**src/rtl/attr_pkg.sv**
```systemverilog
package attr_pkg;

    typedef enum logic {
        PH_INDEX = 1'b0,
        PH_DATA  = 1'b1
    } phase_e;

    localparam int IDX_W         = 5;
    localparam int BYTE_W        = 8;
    localparam int IDX_EN_BIT    = 5;
    localparam int MODE_GFX_BIT  = 0;
    localparam int MODE_WIDE_BIT = 6;
    localparam int STAT_VR_BIT   = 3;
    localparam int STAT_DE_BIT   = 0;

    localparam logic [IDX_W-1:0] IDX_MODE = 5'h10;
    localparam logic [IDX_W-1:0] IDX_PAN  = 5'h13;

endpackage

```
**src/rtl/attr_seq.sv**
```systemverilog
module attr_seq
    import attr_pkg::*;
(
    input  logic              clk,
    input  logic              rst_n,
    input  logic              port_wr,
    input  logic              stat_rd,
    input  logic [BYTE_W-1:0] wdata,
    output logic              phase_data,
    output logic [IDX_W-1:0]  idx,
    output logic              vid_en,
    output logic              data_wr
);

    typedef struct packed {
        phase_e           ph;
        logic [IDX_W-1:0] idx;
        logic             en;
    } seq_t;

    seq_t s_d, s_q;

    always_comb begin
        s_d = s_q;
        if (port_wr) begin
            if (s_q.ph == PH_INDEX) begin
                s_d.idx = wdata[IDX_W-1:0];
                s_d.en  = wdata[IDX_EN_BIT];
                s_d.ph  = PH_DATA;
            end else begin
                s_d.ph  = PH_INDEX;
            end
        end
        if (stat_rd) begin
            s_d.ph = PH_INDEX;
        end
    end

    always_ff @(posedge clk or negedge rst_n) begin
        if (!rst_n) begin
            s_q <= '{ph: PH_INDEX, idx: '0, en: 1'b0};
        end else begin
            s_q <= s_d;
        end
    end

    assign phase_data = (s_q.ph == PH_DATA);
    assign idx        = s_q.idx;
    assign vid_en     = s_q.en;
    assign data_wr    = port_wr && (s_q.ph == PH_DATA);

endmodule

```
**src/rtl/attr_regs.sv**
```systemverilog
module attr_regs
    import attr_pkg::*;
#(
    parameter int PAN_W = 4
) (
    input  logic              clk,
    input  logic              rst_n,
    input  logic              data_wr,
    input  logic [IDX_W-1:0]  idx,
    input  logic [BYTE_W-1:0] wdata,
    output logic [BYTE_W-1:0] mode,
    output logic [PAN_W-1:0]  pan,
    output logic [BYTE_W-1:0] rd_val
);

    typedef struct packed {
        logic [BYTE_W-1:0] mode;
        logic [PAN_W-1:0]  pan;
    } regs_t;

    regs_t r_d, r_q;

    always_comb begin
        r_d = r_q;
        if (data_wr) begin
            case (idx)
                IDX_MODE: r_d.mode = wdata;
                IDX_PAN:  r_d.pan  = wdata[PAN_W-1:0];
                default:  ;
            endcase
        end
    end

    always_ff @(posedge clk or negedge rst_n) begin
        if (!rst_n) begin
            r_q <= '0;
        end else begin
            r_q <= r_d;
        end
    end

    always_comb begin
        rd_val = '0;
        case (idx)
            IDX_MODE: rd_val = r_q.mode;
            IDX_PAN:  rd_val[PAN_W-1:0] = r_q.pan;
            default:  rd_val = '0;
        endcase
    end

    assign mode = r_q.mode;
    assign pan  = r_q.pan;

endmodule

```
**src/rtl/attr_pixgate.sv**
```systemverilog
module attr_pixgate #(
    parameter int             PIX_W = 8,
    parameter logic [PIX_W-1:0] BLANK = '0
) (
    input  logic             clk,
    input  logic             rst_n,
    input  logic             en,
    input  logic [PIX_W-1:0] pix_i,
    output logic [PIX_W-1:0] pix_o
);

    logic [PIX_W-1:0] pix_d, pix_q;

    always_comb begin
        pix_d = en ? pix_i : BLANK;
    end

    always_ff @(posedge clk or negedge rst_n) begin
        if (!rst_n) begin
            pix_q <= BLANK;
        end else begin
            pix_q <= pix_d;
        end
    end

    assign pix_o = pix_q;

endmodule

```
**src/rtl/attr_ctrl_port.sv**
```systemverilog
module attr_ctrl_port
    import attr_pkg::*;
#(
    parameter int                ADDR_W       = 16,
    parameter logic [ADDR_W-1:0] PORT_ADDR    = 16'h03C0,
    parameter logic [ADDR_W-1:0] DATA_RD_ADDR = 16'h03C1,
    parameter logic [ADDR_W-1:0] STAT_ADDR    = 16'h03DA,
    parameter int                PAN_W        = 4,
    parameter int                PIX_W        = 8,
    parameter logic [PIX_W-1:0]  BLANK        = '0
) (
    input  logic              clk,
    input  logic              rst_n,
    input  logic [ADDR_W-1:0] bus_addr,
    input  logic              bus_wr,
    input  logic              bus_rd,
    input  logic [BYTE_W-1:0] bus_wdata,
    output logic [BYTE_W-1:0] bus_rdata,
    input  logic              vretrace_i,
    input  logic              disp_en_i,
    input  logic [PIX_W-1:0]  pix_i,
    output logic [PIX_W-1:0]  pix_o,
    output logic              gfx_mode_o,
    output logic              wide_pix_o,
    output logic [PAN_W-1:0]  pan_o
);

    logic              port_wr;
    logic              stat_rd;
    logic              data_wr;
    logic              phase_data;
    logic              vid_en;
    logic [IDX_W-1:0]  idx;
    logic [BYTE_W-1:0] mode;
    logic [BYTE_W-1:0] reg_val;
    logic [BYTE_W-1:0] rdata_d, rdata_q;
    logic [BYTE_W-1:0] stat_byte, idx_byte;

    assign port_wr = bus_wr && (bus_addr == PORT_ADDR);
    assign stat_rd = bus_rd && (bus_addr == STAT_ADDR);

    attr_seq i_seq (
        .clk        (clk),
        .rst_n      (rst_n),
        .port_wr    (port_wr),
        .stat_rd    (stat_rd),
        .wdata      (bus_wdata),
        .phase_data (phase_data),
        .idx        (idx),
        .vid_en     (vid_en),
        .data_wr    (data_wr)
    );

    attr_regs #(.PAN_W(PAN_W)) i_regs (
        .clk     (clk),
        .rst_n   (rst_n),
        .data_wr (data_wr),
        .idx     (idx),
        .wdata   (bus_wdata),
        .mode    (mode),
        .pan     (pan_o),
        .rd_val  (reg_val)
    );

    attr_pixgate #(.PIX_W(PIX_W), .BLANK(BLANK)) i_pix (
        .clk   (clk),
        .rst_n (rst_n),
        .en    (vid_en),
        .pix_i (pix_i),
        .pix_o (pix_o)
    );

    always_comb begin
        stat_byte = '0;
        stat_byte[STAT_VR_BIT] = vretrace_i;
        stat_byte[STAT_DE_BIT] = disp_en_i;
        idx_byte = '0;
        idx_byte[IDX_W-1:0]  = idx;
        idx_byte[IDX_EN_BIT] = vid_en;
    end

    always_comb begin
        rdata_d = rdata_q;
        if (bus_rd) begin
            if (bus_addr == STAT_ADDR) begin
                rdata_d = stat_byte;
            end else if (bus_addr == DATA_RD_ADDR) begin
                rdata_d = reg_val;
            end else if (bus_addr == PORT_ADDR) begin
                rdata_d = idx_byte;
            end else begin
                rdata_d = '0;
            end
        end
    end

    always_ff @(posedge clk or negedge rst_n) begin
        if (!rst_n) begin
            rdata_q <= '0;
        end else begin
            rdata_q <= rdata_d;
        end
    end

    assign bus_rdata  = rdata_q;
    assign gfx_mode_o = mode[MODE_GFX_BIT];
    assign wide_pix_o = mode[MODE_WIDE_BIT];

endmodule

```
**config.mk**
```make
export PLATFORM = sky130hd
export DESIGN_NAME = attr_ctrl_port
export DESIGN_NICKNAME = d
export VERILOG_FILES = /design/src/rtl/attr_pkg.sv /design/src/rtl/attr_seq.sv /design/src/rtl/attr_regs.sv /design/src/rtl/attr_pixgate.sv /design/src/rtl/attr_ctrl_port.sv
export SDC_FILE = /design/constraint.sdc
export NUM_CORES = 1
export LEC_CHECK = 0
export ABC_AREA = 1
export ABC_CLOCK_PERIOD_IN_PS = 1600
export BUFFER_PORTS_ARGS = -buffer_cell sky130_fd_sc_hd__buf_4
export CORE_UTILIZATION = 51
export CTS_CLUSTER_DIAMETER = 150
export DETAILED_ROUTE_END_ITERATION = 12
export PLACE_DENSITY_LB_ADDON = 0.05
export SYNTH_ARGS = -nofsm -noshare
export SYNTH_HDL_FRONTEND = slang
export SYNTH_HIERARCHICAL = 1
export SYNTH_SLANG_ARGS = --single-unit
```
**constraint.sdc**
```tcl
create_clock -name clk -period 1.6 [get_ports clk]
set_clock_uncertainty 0.15 [all_clocks]
set_input_delay 0.16 -clock clk [delete_from_list [all_inputs] [get_ports clk]]
set_output_delay 0.16 -clock clk [all_outputs]
set_load 0.05 [all_outputs]
```
# == After elaboration in Yosys (flattened, before gate mapping) ==
# Cells that the tools add are included.
# totals
ff_bits,35
output_inout_bits,22
word_cells,30
inputBits,38
# op_classes
bitwise,1
muxes,10
n_eq_ne,5
n_reduce_logical,7
# ops
operator,n
16-bit by 10-bit == test with 1-bit output (second input constant),3
8-bit 2-to-1 mux,3
6-bit 2-to-1 mux,2
5-bit == test (second input constant),2
4-bit one-hot mux with 2 select lines,1
7-bit 2-to-1 mux,1
2-bit AND reduction,3
4-bit 2-to-1 mux,1
1-bit logical AND,3
1-bit 2-to-1 mux,2
2-bit nonzero test,1
1-bit inverter,1

# == Longest topological paths before layout ==
# Gate-level depths: netlist of the first run.
# logic_depth
depth_word,4
depth_mapped,11
ltp_nobuf,10

# == By module ==
# Netlist of the first run, hierarchy kept.
# by_module_without_submodules
mod,cells_each,area_per_inst_um2,seq_area_each_um2,instances
attr_ctrl_port,117,720.7,200.2,1
attr_regs,83,635.6,300.3,1
attr_seq,34,299.0,175.2,1
attr_pixgate,25,265.3,200.2,1

# == Worst setup path before layout of the first run ==
# No wires, ideal clock.
# synth_timing
path_kind,input -> register
from,in bus_addr[3]
to,"reg i_regs.r_q, in the netlist i_regs/mode[0]"
cell_stages,10
setup_slack_ns,-0.046
required_time_ns,1.331
arrival_ns,1.376
cell_sequence,nor2_1 > nand2_1 > nor2_4 > and3_1 > buf_6 > nand2_1 > inv_1 > nand4_1 > nand2_1 > nand2_1
# synth_between
elab_chain_len,4
# synth_rtl
element,line,text
from (decl),attr_ctrl_port.sv:14,"input logic [ADDR_W-1:0] bus_addr,"
16-bit by 10-bit == test with 1-bit output,attr_ctrl_port.sv:39,assign port_wr = bus_wr && (bus_addr == PORT_ADDR);
1-bit logical AND,attr_ctrl_port.sv:39,
net port_wr,attr_ctrl_port.sv:28,logic port_wr;
1-bit logical AND,attr_seq.sv:50,assign data_wr = port_wr && (s_q.ph == PH_DATA);
net data_wr,attr_ctrl_port.sv:30,logic data_wr;
2-bit AND reduction (no line),-,
to (signal assigned),attr_regs.sv:38,r_q <= r_d;
to (decl),attr_regs.sv:21,"regs_t r_d, r_q;"
# The timed path passes the listed nets, and every way through them passes these cells.
# A chain may end at the register's enable or synchronous reset.

# == Worst setup path after layout of the first run ==
# layout_timing
from,"reg i_seq.s_q, in the netlist i_seq/idx[0]"
to,"reg rdata_q[0], in the netlist bus_rdata[0]"
# layout_between
elab_chain_len,4
# layout_rtl
element,line,text
from (decl),attr_seq.sv:21,"seq_t s_d, s_q;"
from (signal assigned),attr_seq.sv:41,"s_q <= '{ph: PH_INDEX, idx: '0, en: 1'b0};"
5-bit == test,attr_regs.sv:44,case (idx)
4-bit one-hot mux with 2 select lines *,attr_regs.sv:44,
net reg_val[0],attr_ctrl_port.sv:35,logic [BYTE_W-1:0] reg_val;
8-bit 2-to-1 mux *,attr_ctrl_port.sv:87,end else if (bus_addr == DATA_RD_ADDR) begin
8-bit 2-to-1 mux *,attr_ctrl_port.sv:85,if (bus_addr == STAT_ADDR) begin
to (signal assigned),attr_ctrl_port.sv:101,rdata_q <= rdata_d;
to (decl),attr_ctrl_port.sv:36,"logic [BYTE_W-1:0] rdata_d, rdata_q;"
# Mark *: on every way through the listed nets, which the timed path passes. The rest lies on a longest branch.

==> impl_metrics.env, run 1 <==
export IMPL_status="finished, final reports clean"
export IMPL_synth_top_area_share_pct=45.6
export IMPL_synth_cell_types=18
export IMPL_ir_drop_uv=744
export IMPL_via_per_inst=4.83
export IMPL_synth_seq_area_share_pct=45.6
export IMPL_worst_pin_slew_ns=0.429
export IMPL_slew_headroom_pct=71.4
export IMPL_clockBufferDepth=2
export IMPL_async_flop_share_pct=100
export IMPL_grt_pass1_wl_um=7600
export IMPL_antennaDiodeCount=0
export IMPL_coreArea_mm2=0.00347
export IMPL_syn_inst=259
export IMPL_grt_max_degree=36
export IMPL_critPathArrivalTime_ns=1.58
export IMPL_p_per_area_mw_per_mm2=703
export IMPL_tritoncts="yes"
export IMPL_start_util_pct=55.4
export IMPL_synth_edff_count=0
export IMPL_final_hold_viol_count=0
export IMPL_drtPass1Iterations=4
export IMPL_num_io_pins=60
export IMPL_clock_latency_ns=0.29
export IMPL_drcViolationCount=0
export IMPL_worst_slack_ns=0.104
export IMPL_die_y_um=63.4
export IMPL_yosysWarnings=6
export IMPL_finish_net_count=392
export IMPL_netlist_area_mm2=0.00192
export IMPL_ys_ff_latch=35
export IMPL_rows=21
export IMPL_syn_area_per_cell_um2=7.42
export IMPL_finalCritPeriodShare_pct=93.5
export IMPL_clock_sinks=35
export IMPL_dp_hpwl_um=3210
export IMPL_port_buffers=59
export IMPL_fillers=236
export IMPL_root_buffer="clkbuf_8"
export IMPL_dpl_instance_area_mm2=0.00251
export IMPL_maxSlewViolCount=0
export IMPL_grt_usage_pct=24.7
export IMPL_clk_pin_slew_ns=0.07
export IMPL_rsz0062_at_grt="no"
export IMPL_timing_max_cap_violations=0
export IMPL_grt_pass1_vias=1713
export IMPL_syn_nets=297
export IMPL_cp_max_fo=6
export IMPL_via_count=1936
export IMPL_antenna_found_initial=0
export IMPL_dpl_worst_slack_ns=0.0188
export IMPL_cp_start_kind="register"
export IMPL_yosysTopAreaCell="dfrtp_1"
export IMPL_fin_tns_setup_ns=0
export IMPL_ant_nets=0
export IMPL_avgRoutedWirePerCell_um=11.8
export IMPL_leakage_nw=1.62
export IMPL_end_kind="register"
export IMPL_wl_um=4740
export IMPL_globalRouteOverflowTotal=0
export IMPL_netlist_top_cells_count="nand2_1, dfrtp_1, inv_1"
export IMPL_drtIter0Drc=99
export IMPL_synthTopCellsByArea="dfrtp_1, nand2_1, nand3_1, inv_1, nor2_1"
export IMPL_critPathKind="register to register"
export IMPL_hold_class="input pin to register"
export IMPL_fin_area_mm2=0.00284
export IMPL_drive_gt1_share_pct=31.5
export IMPL_cts_buffers=5
export IMPL_regArea_um2=876
export IMPL_fin_crit_ns=1.50
export IMPL_cp_data_required_time_ns=1.68
export IMPL_synth_main_ff_cell="dfrtp_1"
export IMPL_die_area_mm2=0.00402
export IMPL_die_x_um=63.4
export IMPL_synth_most_common_cell="nand2_1"
export IMPL_setup_violations=0
export IMPL_htreeDepth=2
export IMPL_area_delta_synth_final_pct=48.1
export IMPL_gp_congestion=0.798
export IMPL_max_freq_ghz=0.668
export IMPL_multiInputGateArea_um2=887
==> what timing repair did <==
action | CTS | global route
buffers inserted | 0 | 4
endpoints found under the hold margin | 53 | 0
setup endpoints to repair | 0 | 5
gates resized for setup | 0 | 1
hold buffers | 17 | 0
==> worst max-delay path, cell delays in order, from the launching register on <==
cell,delay (ns)
dfrtp_1,0.43
inv_1,0.07
nand2_1,0.08
nor2_4,0.18
buf_4,0.14
nand3_1,0.05
nand2_1,0.09
nand3b_1,0.12
nand3_1,0.08
nand2_1,0.06
==> layer usage <==
layer  vias to the layer above  GRT usage [%]  routed length [µm]
met3                         9           5.25                 222
li1                        991              -                   -
met4                         0           8.52                  65
met5                         -              0                   0
met1                       882           31.6                2020
met2                        54           41.2                2420
==> per-stage QoR <==
step | power, mW | cells | hold slack, ns | utilization [%]
after detailed placement | 1.05 | 372 | -0.0208 | 72.3
after global placement | 1.05 | 372 | -0.0193 | 72.3
after CTS | 2.01 | 397 | 0.0268 | 81.0
after floorplan | 0.944 | 259 | -0.286 | -
final | 2.00 | 401 | 0.0370 | 82.0
after global routing | 2.08 | 401 | 0.0469 | 82.0
==> area by class of cell <==
| class | instances | area share, % |
|---|---|---|
| repair buffers | 95 | 26.6 |
| well taps | 46 | 2.02 |
| clock inverters | 2 | 2.11 |
| flip-flops and latches | 35 | 30.8 |
| inverters | 36 | 4.75 |
| multi-input cells | 181 | 31.2 |
| clock buffers | 6 | 2.55 |
==> report_power, final <==
part / internal, mW / switching, mW
combinational: 0.105 / 0.0815
clock: 0.623 / 0.306
sequential: 0.885 / 0.000120
==> worst paths after layout <==
path,start,endpoint,slack [ns],cells past startpoint
min in group asynchronous,rst_n,bus_rdata[5],0.20,2
worst max-delay path,i_seq/idx[0],bus_rdata[0],0.10,9
worst max register to register,i_seq/idx[0],bus_rdata[0],0.10,9
worst min register to register,i_regs/mode[5],i_regs/mode[5],0.33,2
max in group asynchronous,rst_n,i_regs/pan[2],0.78,2
worst min-delay path,bus_rd,bus_rdata[7],0.04,3
==> sequential cells by signal, indices dropped and copies added (netlist names) <==
name,cells
i_regs/pan,4
i_seq/phase_data,1
i_seq/vid_en,1
i_regs/mode,8
i_seq/idx,5
bus_rdata,8
i_pix/pix_o,8
==> logic make-up (layout without fill, tap and decap cells) <==
kind of cell           Yosys count  after routing  synth area share, %
buffers and inverters           43            139                 9.64
and+or+nand+nor                181            181                 44.8
DFF                             35             35                 45.6
==> cell usage in the layout (no fill, tap or decap), drive strengths merged <==
cell / n
buf: 78
and3: 1
dfrtp: 35
nand4: 13
nand3b: 2
dlygate4sd3: 17
nand3: 30
nor2: 36
nand2: 98
and2: 1
clkbuf: 6
inv: 36
bufinv: 2
No activity file was read; power rests on OpenSTA's default activity.
==> run 2, diff against run 1 <==
Settings changed: BUFFER_PORTS_ARGS -buffer_cell sky130_fd_sc_hd__buf_4 to default, CORE_UTILIZATION 51 to 60, DONT_BUFFER_PORTS from default to 1.
==> run 2 against run 1 <==
  * Via count is 9.7% lower
  * Maximum frequency down 1.2%
  * Die area fell by 15%
  * Sequential power hardly changed
  * Power is 26% lower
  * Largest cell class unchanged
==> impl_metrics.env, run 2 (synthesized netlist as in run 1, its figures left out) <==
export IMPL_critPathArrivalTime_ns=1.67
export IMPL_final_hold_viol_count=0
export IMPL_cp_max_fo=5
export IMPL_die_y_um=58.6
export IMPL_critPathKind="register to register"
export IMPL_crit_reg2reg_capture="bus_rdata[2]"
export IMPL_clock_sinks=35
export IMPL_grt_max_degree=36
export IMPL_r2r_slack_ns=0.09
export IMPL_cts_buffers=5
export IMPL_r2r_cells=10
export IMPL_die_x_um=58.6
export IMPL_grt_pass1_vias=1658
export IMPL_finish_net_count=340
export IMPL_combPwrFrac_pct=7.7
export IMPL_cp_cell_sequence="inv_1 > nand2_2 > nor2_4 > buf_6 > nand3_1 > nand2_1 > nand3_1 > nand2_1 > nand2_1 > nand2_1"
export IMPL_dp_hpwl_um=2920
export IMPL_power_share_clock_pct=32.8
export IMPL_finalCritPeriodShare_pct=94.7
export IMPL_via_per_inst=5.03
export IMPL_fillers=230
export IMPL_r2r_start="i_seq/idx[0]"
export IMPL_whs_path_depth=6
export IMPL_start_util_pct=62.9
export IMPL_worst_pin_slew_ns=0.492
export IMPL_min_from="bus_addr[5]"
export IMPL_max_freq_ghz=0.660
export IMPL_die_area_mm2=0.00343
export IMPL_end_kind="register"
export IMPL_setup_violations=0
export IMPL_slowest_stage="dfrtp_1"
export IMPL_hold_path_end="bus_rdata[3]"
export IMPL_whs_ns=0.0419
export IMPL_fin_area_mm2=0.00241
export IMPL_status="finished, final reports clean"
export IMPL_via_count=1749
export IMPL_grt_usage_pct=28.6
export IMPL_cp_data_required_time_ns=1.75
export IMPL_rows=20
export IMPL_swShare_pct=25.5
export IMPL_timing_max_cap_violations=0
export IMPL_gp_congestion=0.831
export IMPL_grt_pass1_wl_um=7260
export IMPL_drtIter0Drc=116
export IMPL_area_delta_synth_final_pct=25.3
export IMPL_hold_class="input pin to register"
export IMPL_slew_headroom_pct=67.2
export IMPL_coreArea_mm2=0.00305
export IMPL_power_frac_seq_pct=59.6
export IMPL_clockBufferDepth=2
export IMPL_p_int_mw=1.11
export IMPL_drtPass1Iterations=5
export IMPL_avgRoutedWirePerCell_um=12.4
export IMPL_dpl_instance_area_mm2=0.00208
export IMPL_fin_crit_ns=1.51
export IMPL_tritoncts="yes"
export IMPL_htreeDepth=2
export IMPL_p_per_area_mw_per_mm2=617
export IMPL_clock_latency_ns=0.35
export IMPL_leakage_nw=1.32
export IMPL_num_io_pins=60
export IMPL_maxSlewViolCount=0
export IMPL_rsz0062_at_grt="no"
export IMPL_cp_start_kind="register"
export IMPL_final_cell_mix="nand2_1, dfrtp_1, inv_1"
export IMPL_crit_top_cell="nand2_1"
export IMPL_wl_um=4310
export IMPL_root_buffer="clkbuf_4"
export IMPL_port_buffers=0
export IMPL_ant_nets=0
export IMPL_antenna_found_initial=1
export IMPL_p_sw_mw=0.378
export IMPL_ir_drop_uv=526
export IMPL_drive_gt1_share_pct=19.1
export IMPL_drcViolationCount=0
export IMPL_final_common_cell="nand2_1"
export IMPL_slowest_delay_ns=0.45
export IMPL_globalRouteOverflowTotal=0
export IMPL_clk_pin_slew_ns=0.11
-- run 2: worst max-delay path by stage --
stage / from / cells after the start / end / slack (ns)
2_1_floorplan: bus_addr[9] / 11 / i_regs/mode[0] / 0.006
3_3_place_gp: bus_addr[3] / 9 / i_regs/mode[0] / -0.0004
3_5_place_dp: bus_addr[3] / 9 / i_regs/mode[3] / -0.06
4_1_cts: i_seq/idx[0] / 10 / bus_rdata[2] / 0.07
5_1_grt: i_seq/idx[1] / 8 / bus_rdata[1] / 0.001
6_report: i_seq/idx[0] / 10 / bus_rdata[2] / 0.09
-- run 2: power by group through the flow --
stage | sequential (mW) | clock (mW) | combinational [mW]
detailed placement | 0.902 | 0 | 0.0410
global placement | 0.902 | 0 | 0.0406
global route | 0.885 | 0.522 | 0.129
CTS | 0.884 | 0.487 | 0.114
floorplan | 0.902 | 0 | 0.0419
finish | 0.884 | 0.486 | 0.114
-- run 2: repair_timing --
| item | CTS | global route |
|---|---|---|
| resized for setup | 0 | 3 |
| setup buffers | 0 | 4 |
| endpoints found under the hold margin | 70 | 0 |
| setup endpoints to repair | 0 | 11 |
| hold buffers | 22 | 0 |
-- run 2: area by class of cell --
| cell class | instances | area, µm² | area share (%) |
|---|---|---|---|
| antenna | 1 | 2.50 | 0.104 |
| clock buffer | 5 | 37.5 | 1.56 |
| clock inverter | 3 | 20.0 | 0.832 |
| inverter | 36 | 135 | 5.61 |
| multi-input combinational | 181 | 890 | 37.0 |
| sequential | 35 | 876 | 36.4 |
| tap | 44 | 55.1 | 2.29 |
| timing repair buffer | 43 | 392 | 16.3 |
-- run 2: metal layers --
| layer | GRT usage (%) | up-vias | share of wire (%) |
|---|---|---|---|
| li1 | - | 890 | - |
| met1 | 36.3 | 800 | 44 |
| met2 | 48.8 | 49 | 50 |
| met3 | 6.15 | 10 | 4.0 |
| met4 | 9.18 | 0 | 2.2 |
| met5 | 0 | - | 0 |
-- run 2: metrics by stage --
step | power (mW) | util (%) | cells | setup WS [ns] | setup TNS [ns]
3_5_place_dp | 0.943 | 68.0 | 313 | -0.0560 | -0.340
4_1_cts | 1.49 | 77.4 | 343 | 0.0659 | 0
2_1_floorplan | 0.944 | - | 259 | 0.00550 | 0
3_3_place_gp | 0.942 | 68.0 | 313 | -0.000351 | -0.000351
6_report | 1.48 | 78.9 | 348 | 0.0856 | 0
5_1_grt | 1.54 | 78.9 | 348 | 0.00112 | 0
-- run 2: critical path, delay by kind of cell (launching register included) --
family	cells	cell delay [ns]
buffers and inverters	2	0.21
flip-flops	1	0.45
AND/OR/NAND/NOR	8	0.65
==> run 3, diff against run 2 <==
Settings changed: ABC_CLOCK_PERIOD_IN_PS 1600 to 1340, CORE_UTILIZATION 60 to 56, SETUP_SLACK_MARGIN from default to 0.2, SLEW_MARGIN from default to 20.
Clock period 1.6 ns to 1.34 ns, I/O delays scaled along.
==> run 3 against run 2 <==
  * The run now ends with hold timing, setup timing left
  * Core utilization grew 6.2 points
  * Critical path depth decreased by 3
  * Via count rose by 12%
  * Worst setup slack worse by 0.16 ns
==> impl_metrics.env, run 3 (synthesized netlist as in run 1, its figures left out) <==
export IMPL_cts_buffers=5
export IMPL_antennaDiodeCount=0
export IMPL_fillers=196
export IMPL_critPathKind="register to register"
export IMPL_critical_path_buf_inv_count=0
export IMPL_start_util_pct=60.9
export IMPL_clockBufferDepth=2
export IMPL_critical_path_startpoint="i_seq/idx[3]"
export IMPL_whs_ns=-0.277
export IMPL_leakage_nw=1.47
export IMPL_worst_pin_slew_ns=0.374
export IMPL_final_common_cell="nand2_1"
export IMPL_finish_net_count=366
export IMPL_p_int_mw=1.32
export IMPL_avgRoutedWirePerCell_um=14.5
export IMPL_grt_busiest_layer="met2"
export IMPL_fin_tns_setup_ns=-0.518
export IMPL_cp_max_fo=5
export IMPL_swShare_pct=26.6
export IMPL_slowest_delay_ns=0.45
export IMPL_drcViolationCount=0
export IMPL_slowest_stage="dfrtp_1"
export IMPL_cp_cell_sequence="nor2_4 > nand2_1 > nor2_1 > nand3_1 > nand2_1 > nand2_1 > nand2_1"
export IMPL_clock_sinks=35
export IMPL_max_freq_ghz=0.709
export IMPL_htreeDepth=2
export IMPL_die_x_um=60.6
export IMPL_grt_pass1_wl_um=8290
export IMPL_final_cell_mix="nand2_1, buf_4, inv_1"
export IMPL_power_mw=1.80
export IMPL_num_io_pins=60
export IMPL_maxSlewViolCount=0
export IMPL_setup_violations=16
export IMPL_gp_congestion=0.827
export IMPL_drtPass1Iterations=6
export IMPL_crit_top_cell="nand2_1"
export IMPL_final_hold_viol_count=9
export IMPL_critPathArrivalTime_ns=1.57
export IMPL_cp_data_required_time_ns=1.50
export IMPL_antenna_found_initial=0
export IMPL_globalRouteOverflowTotal=0
export IMPL_dp_hpwl_um=3130
export IMPL_via_per_inst=5.24
export IMPL_area_delta_synth_final_pct=39.6
export IMPL_end_kind="register"
export IMPL_power_share_clock_pct=33.9
export IMPL_drtIter0Drc=117
export IMPL_instances_no_fill=373
export IMPL_tritoncts="yes"
export IMPL_clk_pin_slew_ns=0.12
export IMPL_die_y_um=60.6
export IMPL_fin_crit_ns=1.41
export IMPL_grt_usage_pct=31.9
export IMPL_worst_slack_ns=-0.0702
export IMPL_r2r_start="i_seq/idx[3]"
export IMPL_power_frac_seq_pct=58.6
export IMPL_combPwrFrac_pct=7.5
export IMPL_via_count=1954
export IMPL_use_met1_pct=37.9
export IMPL_gr_usage_met2_pct=57.5
export IMPL_port_buffers=0
export IMPL_postCtsHoldBufs=18
export IMPL_ant_nets=0
export IMPL_p_per_area_mw_per_mm2=672
export IMPL_violations="hold timing, setup timing"
export IMPL_ir_drop_uv=686
export IMPL_crit_family="simple AND/OR/NAND/NOR gates"
export IMPL_coreArea_mm2=0.00315
export IMPL_clock_latency_ns=0.36
export IMPL_grt_max_degree=36
export IMPL_root_buffer="clkbuf_4"
export IMPL_rows=20
export IMPL_timing_max_cap_violations=0
export IMPL_slew_headroom_pct=75.1
export IMPL_grt_pass1_vias=1874
export IMPL_hold_class="input pin to register"
export IMPL_p_sw_mw=0.479
export IMPL_finalCritPeriodShare_pct=105
export IMPL_status="finished, violations left"
export IMPL_die_area_mm2=0.00367
export IMPL_dp_cells=331
export IMPL_rsz0062_at_grt="yes"
export IMPL_drive_gt1_share_pct=31.6
export IMPL_cp_start_kind="register"
export IMPL_grtUsageMet3_pct=6.61
export IMPL_wl_um=5410
export IMPL_min_from="bus_rd"
==> run 3: area by class of cell <==
type                            instances  area, µm²  share of cell area, %
Multi-Input combinational cell        182        921                   34.3
Sequential cell                        35        887                   33.1
Timing Repair Buffer                   68        623                   23.2
Inverter                               36        138                   5.13
Tap cell                               44       55.1                   2.05
Clock buffer                            5       37.5                   1.40
Clock inverter                          3       20.0                  0.747
==> run 3: path summary, 6_finish.rpt <==
path                                   to  slack (ns)  cells past startpoint
max                          bus_rdata[4]       -0.07                      7
min                          bus_rdata[1]       -0.28                      2
max reg2reg                  bus_rdata[4]       -0.07                      7
min reg2reg                i_regs/mode[7]        0.34                      2
max in group asynchronous    i_seq/idx[2]        0.75                      2
min in group asynchronous    bus_rdata[3]        0.10                      2
==> run 3: power groups by stage <==
stage          sequential, mW  combinational [mW]  clock [mW]
5_1_grt                  1.06               0.149       0.659
3_5_place_dp             1.08              0.0590           0
4_1_cts                  1.06               0.133       0.591
2_1_floorplan            1.08              0.0519           0
3_3_place_gp             1.08              0.0580           0
6_report                 1.06               0.135       0.610
==> run 3: worst reg2reg max path, stage by stage, from the launching register on <==
cell and delay [ns]:
dfrtp_1 0.45, nor2_4 0.19, nand2_1 0.16, nor2_1 0.12
nand3_1 0.08, nand2_1 0.08, nand2_1 0.06, nand2_1 0.06
==> run 3: repair_timing <==
action,CTS,global route
setup buffers,9,5
resized for setup,25,4
hold endpoints to repair,70,9
cloned,2,0
pin swaps,1,2
endpoints found under the setup margin,42,42
==> run 3: through the flow <==
stage	hold WS [ns]	setup WS, ns	util, %	instance area [µm²]
after floorplan	-0.312	-0.192	-	1960
final	-0.277	-0.0702	85.0	2680
after detailed placement	-0.311	-0.0569	70.7	2230
after CTS	-0.270	-0.0358	83.4	2630
after global placement	-0.311	-0.0295	70.7	2230
after global routing	-0.277	-0.137	85.0	2680
==> run 3: per-layer routing <==
metal,vias to the layer above,part of all wire (%)
met5,-,0
met4,0,2.3
met3,14,6.6
met2,84,52
met1,912,39
li1,944,-
